--- config.mk ---
export PLATFORM = sky130hd
export DESIGN_NAME = cfg_blockwr_slave
export DESIGN_NICKNAME = d
export VERILOG_FILES = /design/src/rtl/cfgw_pkg.sv /design/src/rtl/bus_line_sync.sv /design/src/rtl/bw_engine.sv /design/src/rtl/cfg_regbank.sv /design/src/rtl/cfg_blockwr_slave.sv
export SDC_FILE = /design/constraint.sdc
export NUM_CORES = 1
export LEC_CHECK = 0
export BUFFER_PORTS_ARGS = -buffer_cell sky130_fd_sc_hd__buf_4
export CAP_MARGIN = 20
export CORE_ASPECT_RATIO = 1.1
export CORE_UTILIZATION = 60
export DETAILED_ROUTE_END_ITERATION = 10
export HOLD_SLACK_MARGIN = 0.15
export PLACE_DENSITY = 0.84
export REMOVE_ABC_BUFFERS = 1
export SLEW_MARGIN = 30
export SYNTH_ARGS = -nofsm -noshare
export SYNTH_HDL_FRONTEND = slang
export SYNTH_SLANG_ARGS = --single-unit
export TNS_END_PERCENT = 5
--- constraint.sdc ---
create_clock -name clk -period 4.6 [get_ports clk]
set_input_delay 0.92 -clock clk [delete_from_list [all_inputs] [get_ports clk]]
set_output_delay 0.92 -clock clk [all_outputs]
set_load 0.005 [all_outputs]
--- src/rtl/cfgw_pkg.sv ---
package cfgw_pkg;
  typedef enum logic [2:0] {
    S_IDLE,
    S_RECV,
    S_ACKWAIT,
    S_ACK,
    S_IGNORE
  } rx_state_t;

  typedef enum logic [1:0] {
    PH_ADDR,
    PH_CMD,
    PH_COUNT,
    PH_DATA
  } rx_phase_t;
endpackage

--- src/rtl/bus_line_sync.sv ---
module bus_line_sync #(
  parameter int STAGES = 2
) (
  input  logic clk,
  input  logic rst,
  input  logic scl_i,
  input  logic sda_i,
  output logic sda_lvl,
  output logic start_det,
  output logic stop_det,
  output logic scl_rise,
  output logic scl_fall
);
  logic [STAGES-1:0] scl_ff, sda_ff;
  logic scl_s, sda_s, scl_d, sda_d;

  always_ff @(posedge clk) begin
    if (rst) begin
      scl_ff <= '1;
      sda_ff <= '1;
      scl_d  <= 1'b1;
      sda_d  <= 1'b1;
    end else begin
      scl_ff <= {scl_ff[STAGES-2:0], scl_i};
      sda_ff <= {sda_ff[STAGES-2:0], sda_i};
      scl_d  <= scl_s;
      sda_d  <= sda_s;
    end
  end

  assign scl_s     = scl_ff[STAGES-1];
  assign sda_s     = sda_ff[STAGES-1];
  assign sda_lvl   = sda_s;
  // start: data falls while clock stays high; stop: data rises while clock stays high
  assign start_det = scl_s & scl_d & sda_d & ~sda_s;
  assign stop_det  = scl_s & scl_d & ~sda_d & sda_s;
  assign scl_rise  = scl_s & ~scl_d;
  assign scl_fall  = ~scl_s & scl_d;
endmodule

--- src/rtl/bw_engine.sv ---
module bw_engine
  import cfgw_pkg::*;
#(
  parameter int          DW       = 8,
  parameter int          ADDR_W   = 7,
  parameter int          NREG     = 6,
  parameter logic [6:0]  SLV_ADDR = 7'h69,
  localparam int         BW       = $clog2(DW),
  localparam int         IW       = $clog2(NREG + 1)
) (
  input  logic          clk,
  input  logic          rst,
  input  logic          sda_lvl,
  input  logic          start_det,
  input  logic          stop_det,
  input  logic          scl_rise,
  input  logic          scl_fall,
  output logic          sda_oe,
  output logic          wr_en,
  output logic [IW-1:0] wr_idx,
  output logic [DW-1:0] wr_data
);
  localparam logic [BW-1:0] LAST_BIT = BW'(DW - 1);
  localparam logic [IW-1:0] REG_LIM  = IW'(NREG);

  rx_state_t     state;
  rx_phase_t     phase;
  logic [BW-1:0] bit_cnt;
  logic [DW-1:0] shreg, nxt_byte;
  logic [IW-1:0] idx;
  logic          addr_ok;

  assign nxt_byte = {shreg[DW-2:0], sda_lvl};
  assign addr_ok  = (nxt_byte[DW-1 -: ADDR_W] == SLV_ADDR) && !nxt_byte[0];

  always_ff @(posedge clk) begin
    if (rst) begin
      state   <= S_IDLE;
      phase   <= PH_ADDR;
      bit_cnt <= '0;
      shreg   <= '0;
      idx     <= '0;
      sda_oe  <= 1'b0;
      wr_en   <= 1'b0;
      wr_idx  <= '0;
      wr_data <= '0;
    end else begin
      wr_en <= 1'b0;
      if (start_det) begin
        state   <= S_RECV;
        phase   <= PH_ADDR;
        bit_cnt <= '0;
        idx     <= '0;
        sda_oe  <= 1'b0;
      end else if (stop_det) begin
        state  <= S_IDLE;
        sda_oe <= 1'b0;
      end else begin
        case (state)
          S_RECV: begin
            if (scl_rise) begin
              shreg <= nxt_byte;
              if (bit_cnt == LAST_BIT) begin
                bit_cnt <= '0;
                state   <= S_ACKWAIT;
                case (phase)
                  PH_ADDR: begin
                    if (addr_ok) phase <= PH_CMD;
                    else         state <= S_IGNORE;
                  end
                  PH_CMD:   phase <= PH_COUNT;
                  PH_COUNT: phase <= PH_DATA;
                  default: begin
                    // data byte complete: commit only now, drop past the bank
                    if (idx < REG_LIM) begin
                      wr_en   <= 1'b1;
                      wr_idx  <= idx;
                      wr_data <= nxt_byte;
                      idx     <= idx + 1'b1;
                    end
                  end
                endcase
              end else begin
                bit_cnt <= bit_cnt + 1'b1;
              end
            end
          end
          S_ACKWAIT: begin
            if (scl_fall) begin
              sda_oe <= 1'b1;
              state  <= S_ACK;
            end
          end
          S_ACK: begin
            if (scl_fall) begin
              sda_oe <= 1'b0;
              state  <= S_RECV;
            end
          end
          default: ;
        endcase
      end
    end
  end

  // the line is only pulled after a falling clock edge was seen
  p_ack_on_fall_r2: assert property (@(posedge clk) disable iff (rst)
    $rose(sda_oe) |-> $past(scl_fall));
  // writes never address beyond the implemented bank
  p_write_bounds_r7: assert property (@(posedge clk) disable iff (rst)
    wr_en |-> (wr_idx < REG_LIM));
  // a stop releases the line and returns to idle
  p_release_on_stop_r8: assert property (@(posedge clk) disable iff (rst)
    stop_det |=> (!sda_oe && state == S_IDLE));
  // an unmatched transfer stays silent
  p_ignore_silent_r1: assert property (@(posedge clk) disable iff (rst)
    (state == S_IGNORE) |=> (!wr_en && !sda_oe));
  // a write can only follow a rising clock edge in receive
  p_write_on_edge_r6: assert property (@(posedge clk) disable iff (rst)
    wr_en |-> ($past(scl_rise) && $past(state) == S_RECV));
endmodule

--- src/rtl/cfg_regbank.sv ---
module cfg_regbank #(
  parameter int                 DW       = 8,
  parameter int                 NREG     = 6,
  parameter logic [NREG*DW-1:0] DEFAULTS = '0,
  localparam int                IW       = $clog2(NREG + 1)
) (
  input  logic               clk,
  input  logic               rst,
  input  logic               wr_en,
  input  logic [IW-1:0]      wr_idx,
  input  logic [DW-1:0]      wr_data,
  output logic [NREG*DW-1:0] q
);
  for (genvar i = 0; i < NREG; i++) begin : g_reg
    always_ff @(posedge clk) begin
      if (rst)
        q[i*DW +: DW] <= DEFAULTS[i*DW +: DW];
      else if (wr_en && wr_idx == IW'(i))
        q[i*DW +: DW] <= wr_data;
    end
  end

  // the cycle after reset the bank holds its defaults
  p_defaults_r9: assert property (@(posedge clk) disable iff (rst)
    $past(rst) |-> (q == DEFAULTS));
  // without a write the bank holds its contents
  p_hold_r6: assert property (@(posedge clk) disable iff (rst)
    !$past(wr_en) |-> $stable(q));
endmodule

--- src/rtl/cfg_blockwr_slave.sv ---
module cfg_blockwr_slave #(
  parameter int                 DW          = 8,
  parameter int                 NREG        = 6,
  parameter int                 SYNC_STAGES = 2,
  parameter logic [6:0]         SLV_ADDR    = 7'h69,
  parameter logic [NREG*DW-1:0] DEFAULTS    = 48'h00_02_8A_FF_FF_06,
  localparam int                IW          = $clog2(NREG + 1)
) (
  input  logic               clk,
  input  logic               rst,
  input  logic               scl_i,
  input  logic               sda_i,
  output logic               sda_oe,
  output logic [NREG*DW-1:0] cfg_q
);
  logic          sda_lvl, start_det, stop_det, scl_rise, scl_fall;
  logic          wr_en;
  logic [IW-1:0] wr_idx;
  logic [DW-1:0] wr_data;

  bus_line_sync #(.STAGES(SYNC_STAGES)) u_sync (
    .clk(clk), .rst(rst), .scl_i(scl_i), .sda_i(sda_i),
    .sda_lvl(sda_lvl), .start_det(start_det), .stop_det(stop_det),
    .scl_rise(scl_rise), .scl_fall(scl_fall)
  );

  bw_engine #(.DW(DW), .ADDR_W(7), .NREG(NREG), .SLV_ADDR(SLV_ADDR)) u_eng (
    .clk(clk), .rst(rst), .sda_lvl(sda_lvl), .start_det(start_det),
    .stop_det(stop_det), .scl_rise(scl_rise), .scl_fall(scl_fall),
    .sda_oe(sda_oe), .wr_en(wr_en), .wr_idx(wr_idx), .wr_data(wr_data)
  );

  cfg_regbank #(.DW(DW), .NREG(NREG), .DEFAULTS(DEFAULTS)) u_bank (
    .clk(clk), .rst(rst), .wr_en(wr_en), .wr_idx(wr_idx),
    .wr_data(wr_data), .q(cfg_q)
  );
endmodule

# == Word-level counts from Yosys, hierarchy flattened ==
# Cells that the tools add are included.
# op_classes
add_sub_neg,2
magnitude_cmp,1
n_eq_ne,21
muxes,16
bitwise,17
reduce_logical,26
# op_table
op,count
$mux 3,7
$eq 3x2->1 const B,4
$ne 4x4->1 const B,3
$reduce_and 6->1,2
$not 1->1,10
$reduce_and 5->1,2
$eq 3x3->1 const B,3
$pmux 3 s3,1
$reduce_or 9->1,1
$and 1x1->1,7
$eq 7x7->1 const B,1
$logic_and 1x1->1,7
$reduce_and 7->1,1
$add 3x1->3 const B,2
$eq 3x1->1 const B,2
$ne 2x2->1 const B,3
$pmux 2 s3,1
$reduce_and 3->1,2
$reduce_bool 3->1,2
$reduce_or 3->1,2
$mux 1,5
$reduce_bool 5->1,1
$ne 2x1->1 const B,2
$ne 4x3->1 const B,1
other kinds (11),11
# totals
register_bits,85
inputBits,4
out_inout_bits,49
elab_cells,103

# == Logic depth before layout (Yosys ltp) ==
# depth
ltp_word,9
depth_mapped,7
mapped_depth_nobuf,6

# == Hierarchy ==
# From an unflattened synthesis, not the netlist that was laid out.
# hier_totals
cells_unflattened,335
hier_area_um2,3443.3
# by_module_without_submodules
module,instances,cells_per_inst,area_per_inst_um2,seq_area_each_um2
cfg_regbank,1,179,1898.1,960.9
bw_engine,1,140,1355.0,620.6
bus_line_sync,1,16,190.2,120.1

# == Worst setup path after synthesis ==
# Ideal clock, no wire load.
# synth_timing
path_type,input to register
start,input rst
end,register u_eng.phase[0]
setup_time_ns,0.087
t_arrival_ns,1.795
t_required_ns,4.513
setup_slack_ns,2.718
cell_stages,4
n_path_buf,1
cell_sequence,a41o_1 > buf_6 > or4_1 > o31ai_1
# synth_via
elab_chain_cells,1
# synth_lines
item,line_no,text
start: declaration,cfg_blockwr_slave.sv:10,"input logic rst,"
$reduce_or 2->1 (no line),--,
end signal: assignment,bw_engine.sv:39,phase <= PH_ADDR;
end signal: assignment,bw_engine.sv:51,phase <= PH_ADDR;
end signal: assignment,bw_engine.sv:68,if (addr_ok) phase <= PH_CMD;
end: declaration,bw_engine.sv:27,rx_phase_t phase;
# Every way passes these cells.
# A chain may end at the register's enable or synchronous reset.

# == Worst setup path after layout ==
# Same ends and word-level chain as after synthesis.

==> results.ini <==
[layout]
multiInputGateArea_mm2=0.00150
syn_to_final_growth_pct=19.3
regArea_mm2=0.00170
post-route-cell-area_mm2=0.00392
antenna_cells=0
fin_nets=427
fill_cells=386
drive_gt1_share_pct=19.3

[logic_synthesis]
yosys_warnings=0
ys.flop_type=dfxtp_1
synth_seq_area_share_pct=51.8
synth_cell_types=45
syn_area_per_cell_um2=8.98
async_reset_ff_share_pct=0
syn_area_mm2=0.00329
synthCells=366
ys_ff_latch=85
synth_edf_count=0

[timing]
finClkSkew_ps=12.1
slew-limit-headroom_pct=44.6
worst_pin_slew_ps=824
rsz0062_at_grt=false
finalWorstSetupSlack_ps=2600
slew_violations=0
fmax_ghz=0.499
period_needed_ps=2000
setup_tns_ps=0
hold_viol=0
finalCritPeriodShare_pct=43.6
finalSetupViolCount=0

[global_routing]
grt_use_total_pct=25.9
antenna_found_initial=0
grt_pass1_vias=2469
grt-ovfl-total=0
grt_max_degree=76
grt_first_pass_wirelength_mm=11.4

[placement]
portBuffers=52
hpwl_mm=4.59
place_area_mm2=0.00369
place_congestion=0.765
pre_cts_slack_ps=2230

[die]
die_h_um=79.6
start_util_pct=64.0
io_pins=53
dieArea_mm2=0.00578
fp.dieW_um=72.6
coreArea_mm2=0.00513
rows=27

[setup_path]
cp-start-kind=primary input
required_ps=4870
cp_cell_sequence=buf_4, a41o_1, or4_1, o31ai_1
path_max_fanout=75
path_class=in -> reg
cp-startpoint=rst
cp.depth=4
r2r-end=u_eng.wr_idx[2]
critPathBufInv=1
ff2ff_setup_slack_ps=2720
slowest_delay_ps=540
cpMaxStageDelayCell=or4_1
crit_family=simple AND/OR/NAND/NOR gates
r2r_start=u_eng.bit_cnt[0]
endpoint=u_eng.phase[0]
reg2reg_depth=6
end_kind=flop
arrival_ps=2270

[clocking]
cts_buffers=9
cts-root-buf=clkbuf_8
htreeDepth=3
cts_tree=built
cts_setup_buffers=0
insertion_delay_ps=360
cts_buffer_depth=2
ctsResizeCount=0
clkTransAtPathRegs_ps=90
holdBufCountCts=0
numClockSinks=85

[route]
first_pass_iters=4
vias_per_cell=5.42
ant_nets=0
wl_per_cell_um=14.3
remaining_drc_errors=0
initialDrtViolationCount=209
num_vias=2669
routed_wl_mm=7.02

[power]
power.density_mw_per_mm2=346
p_leak_nw=1.67
ir_drop_mv=0.335

[status]
status=completed

[run]
drv_cap=0

[worst_hold_path]
hold_class=reg -> reg

-- state kept, by name (all words and copies together), names as in the netlist, 2 cells and up --
name	cells
u_sync.scl_ff	2
u_eng.wr_data	8
u_eng.bit_cnt	3
u_sync.sda_ff	2
u_eng.phase	2
u_eng.shreg	7
u_eng.idx	3
u_eng.wr_idx	3
u_bank.q	48
u_eng.state	3
-- placed cells by master, fill, tap and decap left out, types with 6 or more instances in the layout --
cell / instances
buf_4: 52
a21oi_1: 28
nand2_1: 102
ha_1: 8
or2_2: 6
nand3b_1: 25
mux2i_1: 22
nor2_1: 31
dfxtp_1: 85
clkbuf_8: 9
-- layout make-up --
type / count / share of cell area, %
Clock buffer: 9 / 3.16
Clock inverter: 7 / 2.62
Inverter: 4 / 0.383
Tap cell: 72 / 2.30
Sequential cell: 85 / 43.4
Multi-Input combinational cell: 263 / 38.2
Timing Repair Buffer: 52 / 9.96
-- logic make-up (layout without fill, tap and decap cells) --
| kind of cell | after synthesis | after routing | share of synthesized area, % |
|---|---|---|---|
| and+or+nand+nor | 189 | 189 | 27.8 |
| xor gates and xnor gates | 3 | 3 | 0.800 |
| buffers and inverters | 18 | 72 | 2.67 |
| DFF | 85 | 85 | 51.8 |
| muxes | 22 | 22 | 6.70 |
| adders and majority gates | 8 | 8 | 3.05 |
| AOI/OAI and AO/OA | 41 | 41 | 7.16 |
-- metrics by stage --
step / power, mW / hold slack, ps / instances / util [%]
2_1_floorplan: 0.767 / 389 / 352 / -
3_3_place_gp: 0.778 / 397 / 476 / 71.9
3_5_place_dp: 0.779 / 403 / 476 / 71.9
4_1_cts: 1.36 / 423 / 492 / 76.3
5_1_grt: 1.39 / 445 / 492 / 76.3
6_report: 1.35 / 423 / 492 / 76.3
-- layer usage --
layer / up-vias / track usage, % / routed length (um)
met3: 14 / 5.81 / 298
met1: 1261 / 29.8 / 2960
met2: 70 / 46.0 / 3640
met4: 0 / 10.4 / 124
met5: - / 0 / 0
li1: 1324 / - / -
-- worst min path at each step --
stage	from	end	slack (ps)	depth (start not counted)
floorplan	u_sync.scl_ff[0]	u_sync.scl_ff[1]	390	1
global placement	u_sync.sda_ff[0]	u_sync.sda_ff[1]	400	1
detailed placement	u_sync.scl_ff[0]	u_sync.scl_ff[1]	400	1
CTS	u_sync.scl_ff[0]	u_sync.scl_ff[1]	420	1
global route	u_sync.scl_ff[0]	u_sync.scl_ff[1]	450	1
finish	u_sync.scl_ff[0]	u_sync.scl_ff[1]	420	1
-- synthesized netlist by cell type, types with 3 or more instances --
cell      count  share of area, %
or2_2         6               1.1
dfxtp_1      85                52
nand3b_1     25               5.7
ha_1          8               3.0
clkbuf_1     10               1.1
nand2b_1      3              0.57
inv_1         3              0.34
mux2i_1      22               6.7
nand3_1       3              0.46
a21oi_1      28               4.3
nand2_1     102                12
nor2_1       31               3.5
-- report_power, final --
group,total (mW),switching [mW],internal [mW]
sequential,0.740,0.00229,0.738
combinational,0.0213,0.0128,0.00851
clock,0.593,0.279,0.314
(Power assumes the default switching activity.)
